$ cat config.mk
export PLATFORM = sky130hd
export DESIGN_NAME = wake_pattern_bank
export DESIGN_NICKNAME = d
export VERILOG_FILES = /design/src/rtl/wake_pkg.sv /design/src/rtl/wake_frame_track.sv /design/src/rtl/wake_filter_lane.sv /design/src/rtl/wake_pattern_bank.sv
export SDC_FILE = /design/constraint.sdc
export NUM_CORES = 1
export LEC_CHECK = 0
export ABC_AREA = 1
export BUFFER_PORTS_ARGS = -buffer_cell sky130_fd_sc_hd__buf_4
export CAP_MARGIN = 20
export CORE_MARGIN = 2
export CORE_UTILIZATION = 60
export DETAILED_ROUTE_END_ITERATION = 10
export GPL_TIMING_DRIVEN = 1
export HOLD_SLACK_MARGIN = 0.1
export PLACE_DENSITY = 0.89
export SLEW_MARGIN = 20
export SYNTH_ARGS = -nofsm -noshare
export SYNTH_HDL_FRONTEND = slang
export SYNTH_SLANG_ARGS = --single-unit
$ cat constraint.sdc
create_clock -name clk_i -period 7.6 [get_ports clk_i]
set_input_delay 0.76 -clock clk_i [delete_from_list [all_inputs] [get_ports clk_i]]
set_output_delay 0.76 -clock clk_i [all_outputs]
set_load 0.02 [all_outputs]
$ cat src/rtl/wake_pkg.sv
package wake_pkg;
  localparam int NUM_FILT_D = 4;
  localparam int MASK_W_D   = 31;
  localparam int OFS_W_D    = 8;
  localparam int CMD_W      = 4;
  localparam int CMD_EN_BIT = 0;
  localparam int CMD_MC_BIT = 3;
  localparam int CRC_W      = 16;
  localparam int DA_LEN     = 6;
  localparam logic [CRC_W-1:0] CRC_INIT = 16'hFFFF;
  localparam logic [CRC_W-1:0] CRC_XOR  = 16'hA001;  // 0x8005 reflected

  function automatic logic [CRC_W-1:0] crc_step(input logic [CRC_W-1:0] c,
                                                input logic [7:0] d);
    logic [CRC_W-1:0] r;
    r = c;
    for (int b = 0; b < 8; b++) begin
      if (r[0] ^ d[b]) r = (r >> 1) ^ CRC_XOR;
      else             r = r >> 1;
    end
    return r;
  endfunction
endpackage

$ cat src/rtl/wake_frame_track.sv
module wake_frame_track
  import wake_pkg::*;
#(
  parameter int POS_W = 9
) (
  input  logic             clk_i,
  input  logic             rst_ni,
  input  logic             valid_i,
  input  logic             sof_i,
  input  logic [7:0]       data_i,
  output logic [POS_W-1:0] pos_o,
  output logic             mcast_o,
  output logic             bcast_o
);
  localparam logic [POS_W-1:0] POS_MAX = '1;
  localparam logic [POS_W-1:0] DA_END  = POS_W'(DA_LEN);

  logic [POS_W-1:0] pos_q, pos_cur;
  logic             mc_q, bc_q, bc_base, bc_cur;

  assign pos_cur = sof_i ? '0 : pos_q;
  assign mcast_o = sof_i ? data_i[0] : mc_q;
  assign bc_base = sof_i ? 1'b1 : bc_q;
  assign bc_cur  = bc_base & ((pos_cur >= DA_END) | (data_i == 8'hFF));
  assign bcast_o = bc_cur & (pos_cur >= DA_END - 1'b1);
  assign pos_o   = pos_cur;

  always_ff @(posedge clk_i or negedge rst_ni) begin
    if (!rst_ni) begin
      pos_q <= '0;
      mc_q  <= 1'b0;
      bc_q  <= 1'b0;
    end else if (valid_i) begin
      pos_q <= (pos_cur == POS_MAX) ? POS_MAX : pos_cur + 1'b1;
      mc_q  <= mcast_o;
      bc_q  <= bc_cur;
    end
  end

  assert_pos_restart_R10: assert property (@(posedge clk_i) disable iff (!rst_ni)
    (pos_q < $past(pos_q)) |-> $past(valid_i && sof_i));
endmodule

$ cat src/rtl/wake_filter_lane.sv
module wake_filter_lane
  import wake_pkg::*;
#(
  parameter int MASK_W = 31,
  parameter int OFS_W  = 8,
  parameter int POS_W  = 9
) (
  input  logic              clk_i,
  input  logic              rst_ni,
  input  logic              valid_i,
  input  logic              sof_i,
  input  logic [7:0]        data_i,
  input  logic [POS_W-1:0]  pos_i,
  input  logic              mcast_i,
  input  logic              en_i,
  input  logic              mc_sel_i,
  input  logic [OFS_W-1:0]  ofs_i,
  input  logic [MASK_W-1:0] mask_i,
  input  logic [CRC_W-1:0]  exp_i,
  output logic              hit_o
);
  localparam int IDX_W = $clog2(MASK_W + 1);
  localparam logic [POS_W-1:0] LIM = POS_W'(MASK_W);

  logic [POS_W-1:0] ofs_ext, rel;
  logic             in_win, sel;
  logic [CRC_W-1:0] crc_q, crc_base, crc_nxt;

  assign ofs_ext  = POS_W'(ofs_i);
  assign rel      = pos_i - ofs_ext;
  assign in_win   = (pos_i >= ofs_ext) && (rel < LIM);
  assign sel      = valid_i && in_win && mask_i[rel[IDX_W-1:0]];
  assign crc_base = sof_i ? CRC_INIT : crc_q;
  assign crc_nxt  = sel ? crc_step(crc_base, data_i) : crc_base;
  assign hit_o    = en_i && (mc_sel_i == mcast_i) && (crc_nxt == exp_i);

  always_ff @(posedge clk_i or negedge rst_ni) begin
    if (!rst_ni)      crc_q <= CRC_INIT;
    else if (valid_i) crc_q <= crc_nxt;
  end

  // unselected start byte leaves the seed untouched
  assert_crc_seed_R3: assert property (@(posedge clk_i) disable iff (!rst_ni)
    $past(valid_i && sof_i && !sel) |-> (crc_q == CRC_INIT));
endmodule

$ cat src/rtl/wake_pattern_bank.sv
module wake_pattern_bank
  import wake_pkg::*;
#(
  parameter int NUM_FILT = NUM_FILT_D,
  parameter int MASK_W   = MASK_W_D,
  parameter int OFS_W    = OFS_W_D
) (
  input  logic                      clk_i,
  input  logic                      rst_ni,
  input  logic                      det_en_i,
  input  logic [1:0]                pwr_state_i,
  input  logic                      bcast_block_i,
  input  logic                      valid_i,
  input  logic                      sof_i,
  input  logic                      eof_i,
  input  logic [7:0]                data_i,
  input  logic                      frame_good_i,
  input  logic [NUM_FILT*MASK_W-1:0] cfg_mask_i,
  input  logic [NUM_FILT*CMD_W-1:0]  cfg_cmd_i,
  input  logic [NUM_FILT*OFS_W-1:0]  cfg_offset_i,
  input  logic [NUM_FILT*CRC_W-1:0]  cfg_crc_i,
  input  logic                      status_clr_i,
  output logic                      wake_o,
  output logic [NUM_FILT-1:0]       match_o,
  output logic                      bcast_hit_o
);
  localparam int POS_W = OFS_W + 1;

  logic [POS_W-1:0]    pos;
  logic                mcast, bcast;
  logic [NUM_FILT-1:0] hit_vec, filt_fire;
  logic [2*NUM_FILT-1:0] unused_cmd;
  logic                eval, bc_fire;
  logic                unused_inputs;

  // power state and broadcast-disable never gate wake detection
  assign unused_inputs = ^{pwr_state_i, bcast_block_i, unused_cmd};

  wake_frame_track #(.POS_W(POS_W)) u_track (
    .clk_i   (clk_i),
    .rst_ni  (rst_ni),
    .valid_i (valid_i),
    .sof_i   (sof_i),
    .data_i  (data_i),
    .pos_o   (pos),
    .mcast_o (mcast),
    .bcast_o (bcast)
  );

  for (genvar i = 0; i < NUM_FILT; i++) begin : g_lane
    assign unused_cmd[2*i +: 2] = cfg_cmd_i[i*CMD_W + 1 +: 2];

    wake_filter_lane #(.MASK_W(MASK_W), .OFS_W(OFS_W), .POS_W(POS_W)) u_lane (
      .clk_i    (clk_i),
      .rst_ni   (rst_ni),
      .valid_i  (valid_i),
      .sof_i    (sof_i),
      .data_i   (data_i),
      .pos_i    (pos),
      .mcast_i  (mcast),
      .en_i     (cfg_cmd_i[i*CMD_W + CMD_EN_BIT]),
      .mc_sel_i (cfg_cmd_i[i*CMD_W + CMD_MC_BIT]),
      .ofs_i    (cfg_offset_i[i*OFS_W +: OFS_W]),
      .mask_i   (cfg_mask_i[i*MASK_W +: MASK_W]),
      .exp_i    (cfg_crc_i[i*CRC_W +: CRC_W]),
      .hit_o    (hit_vec[i])
    );

    assert_off_no_match_R4: assert property (@(posedge clk_i) disable iff (!rst_ni)
      $rose(match_o[i]) |-> $past(cfg_cmd_i[i*CMD_W + CMD_EN_BIT]));
  end

  assign eval      = valid_i && eof_i && frame_good_i && det_en_i;
  assign filt_fire = eval ? hit_vec : '0;
  assign bc_fire   = eval && bcast;

  always_ff @(posedge clk_i or negedge rst_ni) begin
    if (!rst_ni) begin
      wake_o      <= 1'b0;
      match_o     <= '0;
      bcast_hit_o <= 1'b0;
    end else begin
      wake_o      <= (|filt_fire) | bc_fire;
      match_o     <= (status_clr_i ? '0 : match_o) | filt_fire;  // set beats clear
      bcast_hit_o <= (status_clr_i ? 1'b0 : bcast_hit_o) | bc_fire;
    end
  end

  assert_wake_at_eval_R6: assert property (@(posedge clk_i) disable iff (!rst_ni)
    wake_o |-> $past(valid_i && eof_i && frame_good_i && det_en_i));

  assert_sticky_R7: assert property (@(posedge clk_i) disable iff (!rst_ni)
    (|($past(match_o) & ~match_o)) |-> $past(status_clr_i));

  assert_bcast_gate_R8: assert property (@(posedge clk_i) disable iff (!rst_ni)
    $rose(bcast_hit_o) |-> $past(det_en_i && frame_good_i && eof_i));

  assert_idle_quiet_R11: assert property (@(posedge clk_i) disable iff (!rst_ni)
    !$past(det_en_i) |-> !wake_o);
endmodule

==> results of run 1 <==
-- path summary, 6_finish.rpt --
| kind | start | endpoint | slack, ps | cells after the start |
|---|---|---|---|---|
| min in group clk_i | g_lane[2].u_lane.crc_q[8] | g_lane[2].u_lane.crc_q[8] | 470 | 2 |
| worst min-delay path | rst_ni | u_track.pos_q[8] | 260 | 1 |
| worst max-delay path | sof_i | wake_o | 2090 | 22 |
| max in group asynchronous | rst_ni | match_o[2] | 6220 | 2 |
| worst min register to register | g_lane[2].u_lane.crc_q[8] | g_lane[2].u_lane.crc_q[8] | 470 | 2 |
| worst max register to register | u_track.pos_q[0] | wake_o | 2470 | 23 |
-- cells in the mapped netlist (4+ instances only) --
cell type / instances
buf_2: 20
nand3b_1: 46
nor3_1: 9
nor2_4: 4
a22oi_1: 8
xnor2_1: 20
o21ai_2: 5
a21oi_1: 36
dfstp_2: 64
o21ai_1: 14
fa_1: 4
clkbuf_1: 28
nor2_1: 147
dfrtp_1: 17
a21o_1: 4
ha_1: 35
nor2_2: 11
buf_6: 5
nand4_1: 20
o211ai_1: 6
inv_1: 201
nand2_1: 655
xor2_1: 59
a31oi_1: 21
buf_4: 5
o21ai_0: 71
inv_2: 4
nand3_1: 222
-- metrics by stage --
| stage | instance area [µm²] | hold WS [ps] |
|---|---|---|
| 6_report | 12400 | 263 |
| 5_1_grt | 12400 | 275 |
| 2_1_floorplan | 10300 | 448 |
| 3_3_place_gp | 12200 | 455 |
| 3_5_place_dp | 12200 | 462 |
| 4_1_cts | 12400 | 269 |
-- routing by layer --
layer | GRT usage (%) | routed length [µm]
met3 | 4.20 | 2470
met1 | 44.5 | 13000
met2 | 55.9 | 14400
met4 | 11.9 | 1020
met5 | 0 | 0
-- cells by family (layout without fill, tap and decap cells) --
logic type	after synthesis	count (layout)	synth area share, %
simple gates	1126	1126	47.0
flops	81	81	20.5
buf+inv	269	475	10.6
compound gates	177	177	9.85
xor+xnor	81	81	7.03
fa+ha+maj	39	39	5.03
-- cell type report --
type,count,area [µm²],share of cell area (%)
multi-input cells,1423,7100,57.2
repair buffers,252,1890,15.2
clock buffers,11,243,1.95
well taps,220,275,2.22
inverters,208,785,6.32
clock inverters,4,20.0,0.161
flip-flops and latches,81,2110,17.0
-- power by group --
group	switching, mW	internal, mW	leakage (nW)
logic	0.617	0.376	5.86
clock network	0.180	0.226	0.135
registers	0.0281	0.503	0.886
total	0.825	1.11	6.88
-- registers in the layout, summed over array words and instances, names as in the netlist --
| name | flops |
|---|---|
| u_track.bc_q | 1 |
| g_lane.u_lane.crc_q | 64 |
| u_track.pos_q | 9 |
| bcast_hit_o | 1 |
| wake_o | 1 |
| match_o | 4 |
| u_track.mc_q | 1 |
-- worst max-delay path: cells and delay by family --
family / cells / cell delay, ps
and+or+nand+nor: 13 / 2280
AOI/OAI and AO/OA: 3 / 670
buffers and inverters: 4 / 1210
adders and majority gates: 1 / 610
xor gates and xnor gates: 1 / 160
==> flow_metrics.env, run 1 <==
export IMPL_htree_levels=3
export IMPL_hold_path_class="primary input to async pin"
export IMPL_die_x_um=135
export IMPL_grt_start_max_net_pins=99
export IMPL_num_fill_cells=1469
export IMPL_final_cell_mix="nand2_1, buf_4, nand3_1"
export IMPL_max_stage_delay_ps=670
export IMPL_synthArstFlopShare_pct=100
export IMPL_cp_end_kind="register"
export IMPL_slowest_stage="buf_4"
export IMPL_drive_gt1_share_pct=18.6
export IMPL_dr_pass1_iters=7
export IMPL_grt_pass1_wl_mm=50.4
export IMPL_skew_ps=8.19
export IMPL_cts_root_buf="clkbuf_16"
export IMPL_critical_path_required_ps=7820
export IMPL_setup_violations=0
export IMPL_io_buffers=249
export IMPL_tightest_slew_ps=899
export IMPL_yosysWarnings=0
export IMPL_cts_tree="built"
export IMPL_utilization_pct=74.4
export IMPL_drc=0
export IMPL_wl_per_cell_um=14.0
export IMPL_clockBufferDepth=2
export IMPL_clk_latency_ps=350
export IMPL_crit_path_start_kind="primary input"
export IMPL_grt_overflow=0
export IMPL_postLayoutSetupSlackWorst_ps=2090
export IMPL_ctsResizeCount=0
export IMPL_power_density_mw_per_mm2=155
export IMPL_syn_cell_area_mm2=0.0103
export IMPL_holdBufCountCts=0
export IMPL_antenna_cells=0
export IMPL_min_period_over_period_pct=72.5
export IMPL_io_pins=261
export IMPL_ys_seq_area_share_pct=20.5
export IMPL_synth_top_cell_area_share_pct=23.9
export IMPL_fmax_mhz=181
export IMPL_gp_congestion=0.963
export IMPL_grt_pass1_vias=11200
export IMPL_power_total_mw=1.93
export IMPL_min_period_ps=5510
export IMPL_cp_max_fo=64
export IMPL_yosys_area_top_type="nand2_1"
export IMPL_grt_usage_pct=33.4
export IMPL_drt_wl_total_mm=30.9
export IMPL_synth_enable_flop_cells=0
export IMPL_clock_sinks=81
export IMPL_yosysUniqueCellTypes=49
export IMPL_nets=2269
export IMPL_rsz0062_at_grt="false"
export IMPL_final_common_cell="nand2_1"
export IMPL_place_inst=2184
export IMPL_die_h_um=135
export IMPL_clk_pin_slew_worst_paths_ps=60
export IMPL_slew_viol_final=0
export IMPL_status="completed"
export IMPL_grt_antenna_before_repair=0
export IMPL_start_util_pct=61.7
export IMPL_drv_cap=0
export IMPL_path_common_cell="nand2_1"
export IMPL_detail_route_antenna_nets=0
export IMPL_cts_setup_buffers=0
export IMPL_critPathArrivalTime_ps=5730
export IMPL_synth_seq_cells=81
export IMPL_die_area_mm2=0.0182
export IMPL_ir_drop_v=0.000134
export IMPL_crit_type="primary input to register"
export IMPL_synth_ff_type="dfstp_2"
export IMPL_maxSlewHeadroom_pct=40.1
export IMPL_avgSynthCellArea_um2=5.81
export IMPL_hold_viol=0
export IMPL_area_growth_pct=20.6
export IMPL_cts_made_buffers=9
export IMPL_dp_hpwl_mm=23.8
export IMPL_via_per_inst=5.55
export IMPL_rows=47
export IMPL_ys_top_cells_by_area="nand2_1, dfstp_2, nand3_1, inv_1, nor2_1"
export IMPL_leakage_nw=6.88
export IMPL_drtIter0Drc=1039
export IMPL_path_cells="buf_4 > buf_4 > inv_4 > nand2_4 > fa_1 > nand2_1 > a21oi_1 > o21ai_0 > nand2_1 > inv_1 > nand2_1 > nand3_1 > nand2_1 > nor2_2 > nand2_1 > o21ai_1 > xnor2_1 > nor2_1 > nand3_1 > nand2_1 > nor2_1 > nand3_1"
export IMPL_syn_nets=2067
export IMPL_finalNonFillerCells=2199
export IMPL_dp_slack_ps=1890
export IMPL_route_vias_total=12200
export IMPL_core_mm2=0.0167
export IMPL_fin_setup_tns_ps=0
export IMPL_syn_instance_count=1773
Note: power is estimated with default switching activity, not from simulation.
==> inputs of run 2 (changes only) <==
Settings changed: CORE_UTILIZATION 60 to 56, PLACE_DENSITY 0.89 to 0.84.
Clock period 7.6 ns to 5.3 ns, I/O delays scaled along.
==> run 2 against run 1 <==
Effect of this change: core utilization down 4.6 points; die area up 6.9%; clock skew up 3.7 ps; sequential share of layout area down 0.21 points; setup slack worse by 1300 ps; clock power up 71%; power up 50%; non-clock buffer count up 10; cell count up 0.91%; cell area up 1.3%; global-route usage down 2.7 points; critical path type is now register to register; largest cell class unchanged; highest routed layer unchanged.
==> flow_metrics.env, run 2 (synthesized netlist as in run 1, its figures left out) <==
export IMPL_dr_pass1_iters=5
export IMPL_io_buffers=249
export IMPL_final_common_cell="nand2_1"
export IMPL_hold_path_class="primary input to async pin"
export IMPL_drt_wl_total_mm=30.8
export IMPL_largest_register="g_lane.u_lane.crc_q"
export IMPL_slew_viol_final=0
export IMPL_num_fill_cells=1651
export IMPL_reg2reg_slack_ps=830
export IMPL_grt_antenna_before_repair=0
export IMPL_htree_levels=3
export IMPL_clk_pin_slew_worst_paths_ps=60
export IMPL_drv_cap=0
export IMPL_crit_path_start_kind="register"
export IMPL_min_period_ps=4470
export IMPL_cp_max_fo=20
export IMPL_maxSlewHeadroom_pct=53.2
export IMPL_dp_hpwl_mm=23.7
export IMPL_design_area_mm2=0.0126
export IMPL_cts_made_buffers=9
export IMPL_grt_pass1_vias=10900
export IMPL_rows=49
export IMPL_grt_start_max_net_pins=87
export IMPL_final_cell_mix="nand2_1, buf_4, nand3_1"
export IMPL_start_util_pct=57.2
export IMPL_via_per_inst=5.41
export IMPL_cts_setup_buffers=0
export IMPL_setup_violations=0
export IMPL_status="completed"
export IMPL_hold_viol=0
export IMPL_multiInputGateArea_mm2=0.00710
export IMPL_gp_congestion=0.925
export IMPL_drtIter0Drc=1016
export IMPL_antenna_cells=0
export IMPL_detail_route_antenna_nets=0
export IMPL_grt_usage_pct=30.7
export IMPL_area_growth_pct=22.1
export IMPL_min_period_over_period_pct=84.3
export IMPL_postLayoutSetupSlackWorst_ps=833
export IMPL_drive_gt1_share_pct=19.0
export IMPL_register_area_mm2=0.00211
export IMPL_holdBufCountCts=0
export IMPL_crit_type="register to register"
export IMPL_die_h_um=140
export IMPL_leakage_nw=6.96
export IMPL_die_x_um=140
export IMPL_cp_end_kind="register"
export IMPL_grt_overflow=0
export IMPL_clockBufferDepth=2
export IMPL_wl_per_cell_um=13.9
export IMPL_drc=0
export IMPL_cts_tree="built"
export IMPL_utilization_pct=69.8
export IMPL_largest_register_ffs=64
export IMPL_route_vias_total=12000
export IMPL_core_mm2=0.0180
export IMPL_die_area_mm2=0.0195
export IMPL_reg_top3="g_lane.u_lane.crc_q x64, u_track.pos_q x9, match_o x4"
export IMPL_fmax_mhz=224
export IMPL_skew_ps=11.8
export IMPL_place_area_mm2=0.0123
export IMPL_ir_drop_v=0.000210
export IMPL_cts_root_buf="clkbuf_16"
export IMPL_ctsResizeCount=0
export IMPL_power_density_mw_per_mm2=230
export IMPL_nets=2279
export IMPL_clock_sinks=81
export IMPL_critical_path_required_ps=5510
export IMPL_critPathArrivalTime_ps=4680
export IMPL_rsz0062_at_grt="false"
export IMPL_dp_slack_ps=588
export IMPL_grt_pass1_wl_mm=50.2
export IMPL_io_pins=261
export IMPL_clk_latency_ps=340
export IMPL_fin_setup_tns_ps=0
export IMPL_tightest_slew_ps=700
-- run 2: changes by cell type in the layout (fill, tap and decap cells not counted), sizes merged --
cell    previous run  this run
buf              252       262
bufinv             0         2
clkinv             6         5
-- run 2: layer usage --
metal | vias to the layer above | wire length (µm) | GRT usage (%)
li1 | 6101 | - | -
met1 | 5390 | 13500 | 42.3
met2 | 451 | 14500 | 51.5
met4 | 0 | 699 | 8.32
met3 | 57 | 2140 | 3.41
met5 | - | 0 | 0
-- run 2: per-stage QoR --
step | total power [mW] | cells | hold WS (ps)
global placement | 2.15 | 2203 | 458
detailed placement | 2.18 | 2203 | 467
CTS | 2.88 | 2219 | 187
finish | 2.90 | 2219 | 176
global route | 3.12 | 2219 | 209
floorplan | 1.78 | 1773 | 234
-- run 2: final timing paths --
kind / endpoint / from / depth (start not counted)
max reg2reg: wake_o / u_track.pos_q[0] / 21
min reg2reg: g_lane[2].u_lane.crc_q[8] / g_lane[2].u_lane.crc_q[8] / 2
max: wake_o / u_track.pos_q[0] / 21
min in group clk_i: match_o[0] / status_clr_i / 2
max in group asynchronous: match_o[2] / rst_ni / 2
min: u_track.pos_q[7] / rst_ni / 1
-- run 2: critical path: stages, from the launching register on --
cell and delay, ps:
dfrtp_1 360, inv_1 60, nor2_1 230, inv_1 240, ha_1 280, fa_1 770, inv_1 230, nand3_1 130
nand3_1 80, nand2_1 100, nand3_1 70, nand3_1 90, nand2_1 60, nor2_2 130, nand2_1 430, o21ai_1 400
xnor2_1 160, nor2_1 70, nand3_1 140, nand2_1 70, nor2_1 150, nand3_1 90
-- run 2: power breakdown --
group / switching [mW] / internal (mW)
clock network: 0.268 / 0.426
registers: 0.0396 / 0.721
logic: 0.890 / 0.551
total: 1.20 / 1.70
-- run 2: final cells by class --
type,count,share of cell area (%)
multi-input combinational,1423,56.4
sequential,81,16.7
timing repair buffer,262,15.7
inverter,208,6.24
tap,229,2.28
clock buffer,11,1.93
clock inverter,5,0.627
